File: src/rtl/vec_step_ctrl.sv
`timescale 1ns/1ps
module vec_step_ctrl #(
  parameter int LANES = 4,
  parameter int LEN_W = 7
) (
  input  logic             clk,
  input  logic             rst_n,
  input  logic             cfg_we,
  input  logic [1:0]       cfg_sel,
  input  logic [LEN_W-1:0] cfg_data,
  input  logic             issue,
  input  logic             step_cmd,
  output logic [LEN_W-1:0] src_step,
  output logic [LEN_W-1:0] dst_step,
  output logic [LANES-1:0] lane_mask,
  output logic             exhausted
);
  localparam logic [1:0] SEL_MVL = 2'd0, SEL_VL = 2'd1, SEL_HINT = 2'd2, SEL_MODE = 2'd3;
  localparam logic [LEN_W-1:0] LANE_CAP = LEN_W'(LANES);
  localparam logic [LEN_W-1:0] ONE = LEN_W'(1);

  function automatic logic [LEN_W-1:0] umin(input logic [LEN_W-1:0] a, input logic [LEN_W-1:0] b);
    return (a < b) ? a : b;
  endfunction

  logic [LEN_W-1:0] mvl_q, vl_q, hint_q, batch_q, step_q;
  logic             vf_q, done_q;
  logic [LEN_W-1:0] mvl_n, vl_n, hint_n;
  logic             vf_n;

  wire [LEN_W-1:0] din     = (cfg_data == '0) ? ONE : cfg_data;
  wire             idle    = (step_q == '0) && !done_q;
  wire             restart = cfg_we && (cfg_sel != SEL_HINT);
  wire [LEN_W-1:0] limit   = vf_q ? mvl_q : vl_q;
  wire [LEN_W-1:0] stride  = vf_q ? batch_q : ONE;
  wire [LEN_W:0]   sum     = {1'b0, step_q} + {1'b0, stride};
  wire             reached = sum >= {1'b0, limit};
  wire             adv     = vf_q ? step_cmd : issue;

  always_comb begin
    mvl_n  = mvl_q;
    vl_n   = vl_q;
    hint_n = hint_q;
    vf_n   = vf_q;
    if (cfg_we) begin
      case (cfg_sel)
        SEL_MVL: begin
          mvl_n  = din;
          vl_n   = umin(vl_q, din);
          hint_n = umin(hint_q, vl_n);
        end
        SEL_VL: begin
          vl_n   = umin(din, mvl_q);
          hint_n = umin(hint_q, vl_n);
        end
        SEL_HINT: if (idle) hint_n = umin(din, vl_q);
        default:  vf_n = cfg_data[0];
      endcase
    end
  end

  always_ff @(posedge clk) begin
    if (!rst_n) begin
      mvl_q   <= ONE;
      vl_q    <= ONE;
      hint_q  <= ONE;
      batch_q <= ONE;
      vf_q    <= 1'b0;
      step_q  <= '0;
      done_q  <= 1'b0;
    end else begin
      mvl_q   <= mvl_n;
      vl_q    <= vl_n;
      hint_q  <= hint_n;
      batch_q <= umin(hint_n, LANE_CAP);
      vf_q    <= vf_n;
      if (restart) begin
        step_q <= '0;
        done_q <= 1'b0;
      end else if (adv && !done_q) begin
        step_q <= reached ? limit : sum[LEN_W-1:0];
        done_q <= reached;
      end
    end
  end

  for (genvar i = 0; i < LANES; i++) begin : g_lane
    assign lane_mask[i] = !done_q && (LEN_W'(i) < stride) &&
                          (({1'b0, step_q} + (LEN_W+1)'(i)) < {1'b0, limit});
  end

  assign src_step  = step_q;
  assign dst_step  = step_q;
  assign exhausted = done_q;

  assert_vl_within_mvl_R2: assert property (@(posedge clk) disable iff (!rst_n)
    (vl_q != '0) && (vl_q <= mvl_q));
  assert_grant_bounds_R3: assert property (@(posedge clk) disable iff (!rst_n)
    (batch_q != '0) && (batch_q <= vl_q) && (batch_q <= LANE_CAP));
  assert_grant_fixed_R4: assert property (@(posedge clk) disable iff (!rst_n)
    !cfg_we |=> $stable(batch_q));
  assert_vf_issue_hold_R5: assert property (@(posedge clk) disable iff (!rst_n)
    (vf_q && !cfg_we && !step_cmd) |=> $stable(step_q));
  assert_step_in_range_R7: assert property (@(posedge clk) disable iff (!rst_n)
    step_q <= limit);
  assert_done_quiet_R8: assert property (@(posedge clk) disable iff (!rst_n)
    done_q |-> (lane_mask == '0));
  assert_restart_clears_R10: assert property (@(posedge clk) disable iff (!rst_n)
    restart |=> (step_q == '0) && !done_q);
endmodule

File: config.mk
export PLATFORM = sky130hd
export DESIGN_NAME = vec_step_ctrl
export DESIGN_NICKNAME = d
export VERILOG_FILES = /design/src/rtl/vec_step_ctrl.sv
export SDC_FILE = /design/constraint.sdc
export NUM_CORES = 1
export LEC_CHECK = 0
export BUFFER_PORTS_ARGS = -buffer_cell sky130_fd_sc_hd__buf_2
export CAP_MARGIN = 10
export CORE_MARGIN = 8
export CORE_UTILIZATION = 60
export DETAILED_ROUTE_END_ITERATION = 8
export PLACE_DENSITY_LB_ADDON = 0.25
export SYNTH_ARGS = -nofsm -noshare
export SYNTH_HDL_FRONTEND = slang
export SYNTH_SLANG_ARGS = --single-unit
File: constraint.sdc
create_clock -name clk -period 15.1 [get_ports clk]
set_clock_uncertainty 0.2 [all_clocks]
set_input_delay 3.02 -clock clk [delete_from_list [all_inputs] [get_ports clk]]
set_output_delay 3.02 -clock clk [all_outputs]
set_load 0.02 [all_outputs]
; After elaboration in Yosys (flattened, before gate mapping)
; Cells that the tools add are included.
[op_classes]
n_addsub = 4
eq_ne = 3
div_mod_pow = 0
multipliers = 0
reduce_logical = 22
muxes = 15
bitwise = 2
n_lt_le_gt_ge = 15
shifts = 0
[ops]
columns = operator, n
row1 = 7-bit 2-to-1 mux, 11
row2 = 7-bit < comparator, 6
row3 = 8-bit by 7-bit < comparator with 1-bit output, 3
row4 = 7-bit one-hot mux with 3 select lines, 1
row5 = "7-bit by 2-bit adder with 8-bit output, second input constant", 2
row6 = 7-bit zero test, 2
row7 = "1-bit by 7-bit < comparator with 1-bit output, first input constant", 2
row8 = "2-bit by 7-bit < comparator with 1-bit output, first input constant", 2
row9 = 7-bit one-hot mux with 2 select lines, 1
row10 = 1-bit logical AND, 11
row11 = "7-bit by 1-bit adder with 8-bit output, second input constant", 1
row12 = 7-bit by 7-bit adder with 8-bit output, 1
row13 = 8-bit by 7-bit greater-or-equal comparator with 1-bit output, 1
row14 = 2-bit AND reduction, 4
row15 = "7-bit by 3-bit < comparator with 1-bit output, second input constant", 1
row16 = 3-bit 2-to-1 mux, 1
row17 = 3-bit OR reduction, 1
row18 = "2-bit by 1-bit == test with 1-bit output, second input constant", 1
row19 = "2-bit == test, second input constant", 1
row20 = 2-bit zero test, 1
row21 = "2-bit != test, second input constant", 1
row22 = 1-bit inverter, 2
row23 = 2-bit nonzero test, 1
row24 = 2-bit OR reduction, 1
row25 = other kinds (2), 2
[totals]
inputBits = 14
romBits = 0
out_inout_bits = 19
reg_bits = 37
latch_bits = 0
n_memories = 0
ramBits = 0

; Longest topological paths before layout
[logic_depth]
word_depth = 10
ltp_mapped = 20
ltp_nobuf = 19

; Least setup slack after synthesis
; No wires, ideal clock.
[synth_path]
path_kind = input to register
start = input cfg_data[6]
end = register batch_q[2]
setup_slack_ps = 8182
setup_time_ps = 115
required_ps = 14785
t_arrival_ps = 6603
path_stages = 18
path_buffers = 1
cell_sequence = nor4_2 > a21oi_1 > ha_1 > and3_1 > and2_1 > a21o_1 > buf_2 > o21ai_0 > inv_1 > ha_1 > nand2_1 > o31ai_1 > a21oi_1 > o32ai_4 > mux2_2 > nor4_4 > nand4_2 > and2_1
[synth_via]
elab_chain_cells = 10
elab_cells_between_ends = 17
classes_between = order compare: 6 / mux: 10 / reduce/logical: 1
[synth_lines]
columns = item, line
row1 = start: declaration, 10  ; input logic [LEN_W-1:0] cfg_data,
row2 = 7-bit zero test, 31  ; wire [LEN_W-1:0] din = (cfg_data == '0) ? ONE : cfg_data;
row3 = 7-bit 2-to-1 mux (*), 31
row4 = 7-bit < comparator, 23  ; return (a < b) ? a : b;
row5 = 7-bit 2-to-1 mux, 23
row6 = 7-bit < comparator, 23
row7 = 7-bit 2-to-1 mux, 23
row8 = 7-bit one-hot mux with 3 select lines (*), 46  ; case (cfg_sel)
row9 = 7-bit 2-to-1 mux (*), 45  ; if (cfg_we) begin
row10 = 7-bit by 3-bit < comparator with 1-bit output, 23
row11 = 3-bit 2-to-1 mux (*), 23
row12 = end signal: assignment, 75  ; batch_q <= umin(hint_n, LANE_CAP);
row13 = end: declaration, 26  ; logic [LEN_W-1:0] mvl_q, vl_q, hint_q, batch_q, step_q;
; Every way passes the cells marked *; elsewhere a longest branch is shown, timed or not.
; A chain may end at the register's enable or synchronous reset.

; Worst setup path in the final report
[layout_path]
start = input cfg_data[5]
end = register batch_q[2]
; The elaborated chain is that of the path after synthesis.

==> summary.md <==
After filler insertion, the fill cell instance count of the layout stands at 663. The worst path needs 7350 ps of the cycle, external delays included. The fraction of synthesis flops using an asynchronous set or reset pin was 0%.

After layout, the worst setup slack is 7750 ps. The clock tree synthesis step divided the H-tree into 2 levels. After detailed routing, the average wire length per cell comes to 18.6 microns. The start-to-end type of the worst setup path was in2reg. The worst setup path is launched from a primary input.

Before CTS, the worst setup slack after placement is 7530 ps. The measured slew at the worst slew-check pin is 897 ps, and the total of warnings raised by yosys is 0. The final hold violation count came out at 0. The total of endpoints with negative setup slack in the final report is 0, and the post-CTS repair timing setup buffer count is 0. For this run, the detailed router's first-pass iteration total came to 8.

The flow ran to the end, and the final reports show no timing, DRC or antenna violations. Clock tree synthesis selected as its root buffer the cell sky130_fd_sc_hd__clkbuf_8. VDD sags by at most 41.1 uV.

The initial utilization of the core area, before any placement, comes to 60.8%. The count of buffers added on input and output ports is 32. After detailed placement, the design holds a cell count of 672.

The sum of overflow across all layers after global routing came out at 0. Kind of path behind the tightest hold check: reg2reg. Counting flops and latches in the post-synthesis netlist gives 37.

After clock tree synthesis, the clock-pin slew on the worst setup and hold paths is 70 ps. The fraction of the cycle the final worst path needs works out to 48.7%. At the end of routability-driven placement, the weighted congestion stood at 0.942.

Data arrives at the worst endpoint at 7330 ps. After the first detailed-routing iteration, the DRC count stood at 263. The via count of the first global-routing pass is 4,218, and the reported leakage power is 1.97 nW.

For this run, the register share of the synthesized area comes to 17.2%. The run gives 0 as the cts-stage hold buffer count. Summing every instance area after synthesis gives 4310 sq um.

Using the TritonRoute via totals, the vias-per-cell ratio works out to 6.20. The met3 wire length was 851 microns. The proportion of layout cells with a drive suffix above 1 came out at 10.9%. Dividing total power by cell area gives a power density of 89.1 nW/um^2. For the initial antenna violation count, the log shows 0. Clock tree synthesis found a total of 37 sinks. Routed signal wires occupy layers up through met4.

Entering global routing, the biggest net connects 20 pins. The critical path goes through buf_2 -> nor2_2 -> a21oi_1 -> ha_1 -> and3_1 -> and2_1 -> a21o_1 -> o21ai_0 -> inv_1 -> ha_1 -> nand2_1 -> o31ai_1 -> a21oi_1 -> o32ai_4 -> mux2_2 -> nor4_4 -> nand4_2 -> and2_1. The max-slew violation count is 0, and the first-pass GRT wire length is 20.7 mm.

The die is 101 microns tall. TritonCTS built the clock tree. After synthesis, the netlist uses 76 different library cells. The count of flip-flops with a built-in enable after synthesis is 0.

Counting along the longest clock path gives a buffer depth of 2. The tools report the clock buffer count from CTS as 5. Adding up every negative setup slack in the final design gives 0 ps. Among all stages on the critical path, the largest delay is contributed by sky130_fd_sc_hd__a21oi_1.

Wire segments on met2 add up to 6.29 mm in the final route. The tightest slew margin relative to the limit was 40.2%. Counting both buffers and inverters, the worst setup path holds a total of 2.

Global routing used 25.4% of the available tracks across all layers. The overall die area was 10,200 sq um. Setup repair after global routing left no endpoint under its margin. The I/O pin total is 33, and the worst stage delay on the critical path is 470 ps. The routed layout has 4,210 vias. The worst-skew pair later-pin latency was 290 ps; the horizontal die dimension was 101 microns. Total length of routed wires: 12.6 mm. In the synthesized netlist the dominant register cell turns out to be sky130_fd_sc_hd__dfxtp_1. STA classifies the critical path endpoint as a flop.

The worst path required time was 15,080 ps. Detailed placement finished with a half-perimeter wire length of 10.0 mm. For this block, wires on met1 add up to 4.98 mm. The mean instance size in the synthesized netlist came out at 7.63 sq um.

Once detail routing completed, the nets flagged for antenna violations numbered 0. The number of gates resized after CTS was 0. The floorplan has 31 rows. Max-capacitance violation count: 0. The core region is 7100 sq um. Synthesis produced 565 cells. The area growth from synthesis to layout is 6.44%.

Post-detailed-route DRC marker count: 0. For this run, the number of standard cells in the final layout without fillers is 679. For this run, the top clock speed supported by timing is 136 MHz.

The critical path's top delay family is compound AO/OA/AOI/OAI gates. The largest fanout on the critical path came out at 10. In the final design database the tool counted 657 nets. The logs give 0 for the total inserted antenna cells and 409 uW for the post-route total power. Across all hold checks on the routed design, the worst slack comes to 280 ps.
-- layer usage --
metal / up-vias / GRT usage, %
met5: - / 0
met4: 0 / 12.6
met3: 43 / 2.90
met2: 170 / 45.6
met1: 1948 / 29.0
li1: 2049 / -
-- per-stage QoR --
stage | instance area [sq um] | util (%)
floorplan | 4320 | -
global placement | 4490 | 63.2
detailed placement | 4490 | 63.2
CTS | 4590 | 64.7
global route | 4590 | 64.7
finish | 4590 | 64.7
-- synth_stat cells (all sizes together), types with 11 or more instances --
cell	number	share of area (%)
nand2b	14	2.0
mux2i	20	4.7
a21o	15	2.6
inv	31	2.7
xnor2	15	3.0
dfxtp	37	17
nand2	59	5.1
clkbuf	17	1.5
ha	62	18
a21oi	54	6.5
nor2	63	5.5
a211oi	17	3.2
and2	11	1.6
buf	11	1.7
o21ai	26	3.0
-- cell usage in the layout (no fill, tap or decap), types with 9 or more instances in the layout --
master | netlist | layout
sky130_fd_sc_hd__dfxtp_1 | 37 | 37
sky130_fd_sc_hd__nand2_1 | 59 | 59
sky130_fd_sc_hd__nand2b_1 | 14 | 14
sky130_fd_sc_hd__nor3_1 | 9 | 9
sky130_fd_sc_hd__nor2_1 | 62 | 62
sky130_fd_sc_hd__mux2i_1 | 19 | 19
sky130_fd_sc_hd__xnor2_1 | 15 | 15
sky130_fd_sc_hd__buf_2 | 3 | 32
sky130_fd_sc_hd__a21oi_1 | 53 | 53
sky130_fd_sc_hd__o21ai_0 | 24 | 24
sky130_fd_sc_hd__a211oi_1 | 16 | 16
sky130_fd_sc_hd__inv_1 | 31 | 31
sky130_fd_sc_hd__and2_1 | 10 | 10
sky130_fd_sc_hd__a21o_1 | 14 | 14
sky130_fd_sc_hd__ha_1 | 62 | 62
sky130_fd_sc_hd__nand3_1 | 10 | 10
-- path summary, 6_finish.rpt --
| check | from | to | slack, ps | cells after the start |
|---|---|---|---|---|
| hold reg to reg | mvl_q[1]$_SDFFE_PN0P_ | mvl_q[1]$_SDFFE_PN0P_ | 280 | 2 |
| setup reg to reg | mvl_q[2]$_SDFFE_PN0P_ | batch_q[2]$_SDFF_PN0_ | 10340 | 17 |
| hold / removal | mvl_q[1]$_SDFFE_PN0P_ | mvl_q[1]$_SDFFE_PN0P_ | 280 | 2 |
| setup / recovery | cfg_data[5] | batch_q[2]$_SDFF_PN0_ | 7750 | 18 |
-- where the power goes --
part / switching, mW / leakage (nW) / internal (mW)
registers: 0.0178 / 0.303 / 0.106
logic: 0.119 / 1.61 / 0.0842
clock network: 0.0348 / 0.0540 / 0.0480
total: 0.171 / 1.97 / 0.238
-- cell families (layout without fill, tap and decap cells) --
family          after synthesis  count (layout)  share of synthesized area (%)
mux                          23              23                           5.51
simple gates                194             194                           21.7
xor+xnor                     22              22                           4.47
flops                        37              37                           17.2
fa+ha+maj                    64              64                           18.7
buf+inv                      61              73                           6.01
other cells                   1               4                         0.0869
compound gates              163             163                           26.3
-- final cells by class --
class | instances | area (sq um) | share of cell area (%)
well taps | 99 | 124 | 2.70
inverters | 33 | 124 | 2.70
clock buffers | 5 | 68.8 | 1.50
clock inverters | 2 | 35.0 | 0.763
multi-input cells | 470 | 3330 | 72.6
flip-flops and latches | 37 | 741 | 16.1
repair buffers | 33 | 168 | 3.65
-- tightest hold or removal path: stages (launching register included) --
cell and delay (ps):
sky130_fd_sc_hd__dfxtp_1 320, sky130_fd_sc_hd__nand2_1 60, sky130_fd_sc_hd__a21oi_1 60
-- registers in the layout (all words and copies together) (netlist names) --
| signal | flops |
|---|---|
| batch_q | 7 |
| dst_step | 7 |
| hint_q | 7 |
| mvl_q | 7 |
| vl_q | 7 |
| exhausted | 1 |
| vf_q | 1 |
Power figures use the tool's default switching activity.
